--- src/rtl/ser_pkg.sv ---
package ser_pkg;
  typedef enum logic {
    SRC_SHIFT = 1'b0,
    SRC_LINE  = 1'b1
  } tx_src_e;
endpackage

--- src/rtl/ser_timing.sv ---
module ser_timing #(
  parameter int WORD_W = 16
) (
  input  logic clk,
  input  logic rst,
  output logic load_o,
  output logic rd_o,
  output logic wclk_o
);
  localparam int CNT_W = $clog2(WORD_W);
  localparam int LAST  = WORD_W - 1;
  localparam int HALF  = WORD_W / 2;

  logic [CNT_W-1:0] cnt_q, cnt_nxt;
  logic rd_q, wclk_q;

  always_comb begin
    if (cnt_q == CNT_W'(LAST)) cnt_nxt = '0;
    else                       cnt_nxt = cnt_q + CNT_W'(1);
  end

  always_ff @(posedge clk) begin
    if (rst) begin
      cnt_q  <= '0;
      rd_q   <= 1'b0;
      wclk_q <= 1'b0;
    end else begin
      cnt_q  <= cnt_nxt;
      rd_q   <= (cnt_nxt == CNT_W'(LAST - 1));
      wclk_q <= (cnt_nxt >= CNT_W'(HALF));
    end
  end

  assign load_o = (cnt_q == CNT_W'(LAST));
  assign rd_o   = rd_q;
  assign wclk_o = wclk_q;

  // the read request is a single clock wide and is followed by a load
  a_r3_rd_single: assert property (@(posedge clk) disable iff (rst)
    rd_q |=> !rd_q);
  a_r3_rd_then_load: assert property (@(posedge clk) disable iff (rst)
    rd_q |=> load_o);
  // the word clock rises at mid-phase and falls at phase zero
  a_r4_wclk_rise: assert property (@(posedge clk) disable iff (rst)
    $rose(wclk_q) |-> (cnt_q == CNT_W'(HALF)));
  a_r4_wclk_fall: assert property (@(posedge clk) disable iff (rst)
    $fell(wclk_q) |-> (cnt_q == '0));
endmodule

--- src/rtl/fb_div.sv ---
module fb_div #(
  parameter int DIV = 16
) (
  input  logic clk,
  input  logic rst,
  output logic fb_o
);
  localparam int W    = (DIV > 2) ? $clog2(DIV) : 1;
  localparam int LAST = DIV - 1;
  localparam int HALF = DIV / 2;

  logic [W-1:0] ph_q, ph_nxt;
  logic fb_q;

  always_comb begin
    if (ph_q == W'(LAST)) ph_nxt = '0;
    else                  ph_nxt = ph_q + W'(1);
  end

  always_ff @(posedge clk) begin
    if (rst) begin
      ph_q <= '0;
      fb_q <= 1'b0;
    end else begin
      ph_q <= ph_nxt;
      fb_q <= (ph_nxt >= W'(HALF));
    end
  end

  assign fb_o = fb_q;

  // feedback edges sit at half phase and at phase zero
  a_r6_fb_rise: assert property (@(posedge clk) disable iff (rst)
    $rose(fb_q) |-> (ph_q == W'(HALF)));
  a_r6_fb_fall: assert property (@(posedge clk) disable iff (rst)
    $fell(fb_q) |-> (ph_q == '0));
endmodule

--- src/rtl/ser_shift.sv ---
module ser_shift
  import ser_pkg::*;
#(
  parameter int WORD_W = 16
) (
  input  logic              clk,
  input  logic              rst,
  input  logic              load_i,
  input  logic [WORD_W-1:0] data_i,
  input  logic              line_lb_i,
  input  logic              rx_i,
  output logic              tx_o,
  output logic              diag_o
);
  logic [WORD_W-1:0] sr_q, sr_nxt;
  logic tx_q, diag_q;
  tx_src_e src;

  always_comb begin
    if (load_i) sr_nxt = data_i;
    else        sr_nxt = {sr_q[WORD_W-2:0], 1'b0};
    src = line_lb_i ? SRC_LINE : SRC_SHIFT;
  end

  always_ff @(posedge clk) begin
    if (rst) begin
      sr_q   <= '0;
      tx_q   <= 1'b0;
      diag_q <= 1'b0;
    end else begin
      sr_q   <= sr_nxt;
      diag_q <= sr_nxt[WORD_W-1];
      tx_q   <= (src == SRC_LINE) ? rx_i : sr_nxt[WORD_W-1];
    end
  end

  assign tx_o   = tx_q;
  assign diag_o = diag_q;

  // the top bit leaves first, later bits follow in order
  a_r1_load_msb: assert property (@(posedge clk) disable iff (rst)
    (load_i && !line_lb_i) |=> (tx_q == $past(data_i[WORD_W-1])));
  a_r1_shift_order: assert property (@(posedge clk) disable iff (rst)
    (!load_i && !line_lb_i) |=> (tx_q == $past(sr_q[WORD_W-2])));
  // outputs are cleared by reset
  a_r5_reset_clear: assert property (@(posedge clk) disable iff (rst)
    $past(rst) |-> (!tx_q && !diag_q));
  // line loopback passes the received bit through
  a_r7_line_pass: assert property (@(posedge clk) disable iff (rst)
    line_lb_i |=> (tx_q == $past(rx_i)));
  // without loopback the diagnostic copy equals the transmit bit
  a_r8_diag_copy: assert property (@(posedge clk) disable iff (rst)
    !line_lb_i |=> (tx_q == diag_q));
endmodule

--- src/rtl/word_serializer.sv ---
module word_serializer #(
  parameter int WORD_W = 16,
  parameter int FB_DIV = 16
) (
  input  logic              clk,
  input  logic              rst,
  input  logic [WORD_W-1:0] fifo_data_i,
  output logic              fifo_rd_o,
  input  logic              rx_ser_i,
  input  logic              line_lb_i,
  output logic              tx_ser_o,
  output logic              diag_lb_o,
  output logic              word_clk_o,
  output logic              fb_clk_o
);
  logic load_w;
  logic wclk_w;

  ser_timing #(.WORD_W(WORD_W)) u_timing (
    .clk   (clk),
    .rst   (rst),
    .load_o(load_w),
    .rd_o  (fifo_rd_o),
    .wclk_o(wclk_w)
  );

  assign word_clk_o = wclk_w;

  generate
    if (FB_DIV == WORD_W) begin : g_fb_shared
      assign fb_clk_o = wclk_w;
    end else begin : g_fb_own
      fb_div #(.DIV(FB_DIV)) u_fb (
        .clk (clk),
        .rst (rst),
        .fb_o(fb_clk_o)
      );
    end
  endgenerate

  ser_shift #(.WORD_W(WORD_W)) u_shift (
    .clk      (clk),
    .rst      (rst),
    .load_i   (load_w),
    .data_i   (fifo_data_i),
    .line_lb_i(line_lb_i),
    .rx_i     (rx_ser_i),
    .tx_o     (tx_ser_o),
    .diag_o   (diag_lb_o)
  );

  // the FIFO is asked for a word on the clock just before each load
  a_r2_load_after_rd: assert property (@(posedge clk) disable iff (rst)
    fifo_rd_o |=> load_w);
endmodule

--- config.mk ---
export PLATFORM = sky130hd
export DESIGN_NAME = word_serializer
export DESIGN_NICKNAME = d
export VERILOG_FILES = /design/src/rtl/ser_pkg.sv /design/src/rtl/ser_timing.sv /design/src/rtl/fb_div.sv /design/src/rtl/ser_shift.sv /design/src/rtl/word_serializer.sv
export SDC_FILE = /design/constraint.sdc
export NUM_CORES = 1
export LEC_CHECK = 0
export CORE_MARGIN = 2
export CORE_UTILIZATION = 45
export DETAILED_ROUTE_END_ITERATION = 16
export HOLD_SLACK_MARGIN = 0.06
export PLACE_DENSITY_LB_ADDON = 0.05
export SETUP_SLACK_MARGIN = 0.2
export SYNTH_ARGS = -nofsm -noshare
export SYNTH_HDL_FRONTEND = slang
export SYNTH_HIERARCHICAL = 1
export SYNTH_SLANG_ARGS = --single-unit
--- constraint.sdc ---
create_clock -name clk -period 1.8 [get_ports clk]
set_clock_uncertainty 0.05 [all_clocks]
set_input_delay 0.36 -clock clk [delete_from_list [all_inputs] [get_ports clk]]
set_output_delay 0.36 -clock clk [all_outputs]
set_load 0.01 [all_outputs]
# --- Word level (Yosys, flattened, before mapping) ---
# Cells that the tools add are included.
totals:
  ff_bits: 23
  inputBits: 20
  output_inout_bits: 5
  wordCells: 17
classes:
  addsub: 1
  n_lt_le_gt_ge: 1
  eq_ne: 2
  muxes: 4
  bitwise: 1
  reduce_logical: 1
op_table:
  columns: ["operator", "count"]
  rows:
  - ["16-bit 2-to-1 mux", 1]
  - ["4-bit equality test, second input constant", 2]
  - ["4-bit by 1-bit adder with 4-bit output, second input constant", 1]
  - ["4-bit >= comparator, second input constant", 1]
  - ["4-bit 2-to-1 mux", 1]
  - ["1-bit 2-to-1 mux", 2]
  - ["2-bit OR reduction", 1]
  - ["1-bit inverter", 1]

# --- Depth between registers and ports, before layout ---
depth:
  word_depth: 3
  ltp_mapped: 6
  mapped_depth_nobuf: 5

# --- Hierarchy ---
# Netlist, hierarchy kept.
by_module_without_submodules:
  columns: ["module", "n_inst", "cells_per_inst", "area_per_inst_um2", "seq_area_each_um2"]
  rows:
  - ["ser_shift", 1, 55, 614.3, 340.3]
  - ["ser_timing", 1, 26, 245.2, 120.1]
  - ["word_serializer", 1, 1, 7.5, 0.0]

# --- Worst setup path after synthesis ---
# Ideal clock, no wire load.
synth_path:
  path_type: "register to register"
  start: "register u_timing.cnt_q[0]"
  end: "register u_shift.sr_q[1]"
  arrival_ns: 1.284
  required_time_ns: 1.633
  slack_ns: 0.349
  path_stages_with_launch: 7
  n_path_buf: 2
  synth_period_minus_slack_ns: 1.451
  path_cell_list: "dfxtp_1 ha_1 and3_2 buf_6 buf_8 mux2i_1 nor2_1"
synth_via:
  elab_chain_cells: 2
synth_lines:
  columns: ["element", "line", "text"]
  rows:
  - ["start: declaration", "ser_timing.sv:14", "logic [CNT_W-1:0] cnt_q, cnt_nxt;"]
  - ["start signal: assignment", "ser_timing.sv:28", "cnt_q <= cnt_nxt;"]
  - ["4-bit equality test", "ser_timing.sv:34", "assign load_o = (cnt_q == CNT_W'(LAST));"]
  - ["via load_w", "word_serializer.sv:16", "logic load_w;"]
  - ["16-bit 2-to-1 mux", "ser_shift.sv:20", "if (load_i) sr_nxt = data_i;"]
  - ["end signal: assignment", "ser_shift.sv:31", "sr_q <= sr_nxt;"]
  - ["end: declaration", "ser_shift.sv:15", "logic [WORD_W-1:0] sr_q, sr_nxt;"]
# The timed path passes the listed nets, and every way through them passes these cells.
# A chain may end at the register's enable or synchronous reset.

# --- Worst setup path after layout ---
layout_path:
  start: "register u_timing.cnt_q[0]"
  end: "register u_shift.sr_q[12]"
# Same word-level chain as after synthesis.

==> run metrics <==
post-synthesis compound-gate area fraction 4.33%; Root Buffer clkbuf_4; post-synthesis mux area share 17.3%; status finished clean; final antenna-violating net count 0; crit path max fanout 5; TritonCTS Buffers 3; Synth top area share 53.1%; fmax 687 MHz; WL/cell 11.4 µm; Lkg Pwr 0.000498 µW; post-synthesis simple-gate area fraction 14.0%; hold_buf cts 0; initial DRC count 6; routed wire length 1.54 mm; first-pass GRT wire length 2.30 mm; Final Hold Viols 0; die height 47.9 µm; PD cells 704 nW/µm²; Rel. slew slack 76.8%; most frequent cells in the layout 22 x dfxtp_1, 19 x clkdlybuf4s50_1, 17 x nor2_1, 15 x mux2i_1; DR pass1 iterations 3; Clock transition at path regs 120 ps; Longest Clk Path Bufs 2; xor-xnor portion of the synthesized cell area 2.02%; Finished Cell Area 1190 µm²; vias 635; Power Total 836 µW; Post-Syn Area 867 µm²; clk_lat worst skew 300 ps; worst vdd ir 0.457 mV; top cells by area, synth dfxtp_1 53%, mux2i_1 17%, nor2_1 7.4%; # rows 15; area growth from synthesis to layout 36.9%; minimum clock period 1460 ps; layout cells sized above 1 11.8%; crit end category register; Net Sw Frac 21.5%; Netlist cell types 23; number of remaining DRC errors 0; #FFs+latches synth 23; Worst Hold Class reg -> reg; Max-cap violations 0; Final GP Congestion 0.723; most area-hungry cell type in the Yosys netlist dfxtp_1; critical path type reg -> reg; synth warn 6; Overflow after GRT 0; Slew Limit Fails 0; Post-Place Worst Slack 246 ps; CP arrival 1600 ps; commonest non-fill, non-tap cell in the layout dfxtp_1; Seq/Total Area, Yosys 53.1%; total negative setup slack 0 ps; final hold slack 428 ps; htree depth 1; chip width 47.9 µm; CTS tree done; I/O Buffers 24; initial antenna violation count 0; Post-Synth Adder-Cell Area 2.89%; Avg Synthesized Cell Area 10.6 µm²; cells after synthesis 82; Final #Nets 133; RSZ-0062 raised after global routing false; largest family of logic cells by synthesized area multiplexers; final worst path period share 80.9%; vias in the first global route 559; Post-Syn Nets 104; DR vias/cell 4.70; Flop pwr share 62.7%; Clk pwr share 27.8%; gr usage total 15.0%; clk sink count 23; full die area 2290 µm²; n_diodes 0; Worst EP required 1950 ps; Starting Density 49.1%; Int Pwr 656 µW; post-route setup slack 344 ps; worst slew pin tran 348 ps; switching pwr 180 µW; HPWL Detailed 1.11 mm; setup violators final 0; core area 1760 µm²; combinational group share of total power 9.5%; Worst setup SP type register; number of top-level pins 25; largest net degree at the start of global routing 13; placed cell areas 1140 µm²
-- what timing repair did --
action / 4_1_cts / 5_1_grt
endpoints found under the setup margin: 2 / 18
pin swaps: 0 / 0
resized for setup: 1 / 7
hold endpoints to repair: 0 / 0
cloned: 0 / 0
buffers inserted: 0 / 0
-- cell usage after synthesis --
cell       n
buf_4      1
a21oi_1    3
dfxtp_1   23
and3b_1    1
xnor2_1    1
or3_1      1
buf_8      1
buf_6      1
mux2i_1   15
ha_1       2
and3_2     1
nor2_1    17
nor3_1     1
inv_2      1
nand3b_1   1
nor2b_1    2
o21ai_0    2
xor2_1     1
a211oi_2   1
buf_2      2
inv_1      2
nand2_1    1
nand4_1    1
-- logic make-up after synthesis --
logic type,after synthesis
multiplexers,15
buffers and inverters,8
adder cells (fa/ha/maj),2
XOR/XNOR,2
AO/OA/AOI/OAI,6
flip-flops,23
AND/OR/NAND/NOR,26
-- power by group through the flow --
stage,logic [µW],registers [µW],clock network (µW)
2_1_floorplan,24.1,534,0
3_3_place_gp,77.5,534,0
3_5_place_dp,79.5,535,0
4_1_cts,79.6,523,239
5_1_grt,87.2,526,259
6_report,79.1,524,233
-- final timing paths --
path              slack [ps]                          from                     endpoint  cells after the start
setup reg to reg         340  u_timing/cnt_q[0]$_SDFF_PP0_  u_shift/sr_q[12]$_SDFF_PP0_                      5
hold / removal           430    u_shift/sr_q[0]$_SDFF_PP0_   u_shift/sr_q[1]$_SDFF_PP0_                      2
hold reg to reg          430    u_shift/sr_q[0]$_SDFF_PP0_   u_shift/sr_q[1]$_SDFF_PP0_                      2
setup / recovery         340  u_timing/cnt_q[0]$_SDFF_PP0_  u_shift/sr_q[12]$_SDFF_PP0_                      5
-- area by class of cell --
| type | count | area (µm²) |
|---|---|---|
| clock buffers | 4 | 26.3 |
| fillers | 159 | 577 |
| inverters | 3 | 11.3 |
| multi-input cells | 51 | 358 |
| flip-flops and latches | 23 | 462 |
| well taps | 25 | 31.3 |
| repair buffers | 29 | 299 |
-- metrics by stage --
stage	instances	utilization, %
floorplan	82	-
global placement	131	64.9
CTS	135	66.3
detailed placement	131	64.9
global route	135	67.3
finish	135	67.3
-- per-layer routing --
layer,GRT usage [%],part of all wire [%],vias up
met5,0,0,-
met4,9.73,2.0,0
met3,3.40,5.0,4
met2,24.8,50,14
met1,17.3,43,290
li1,-,-,327
-- critical path: stages (launching register included) --
cell	delay, ps
dfxtp_2	400
ha_2	240
and3_4	250
buf_4	160
mux2i_1	190
nor2_1	50
-- registers in the layout, summed over array words and instances (netlist names) --
register / cells
u_timing/cnt_q: 4
u_shift/tx_o: 1
u_timing/rd_o: 1
u_shift/sr_q: 15
u_timing/wclk_o: 1
u_shift/diag_o: 1
(Power assumes the default switching activity.)
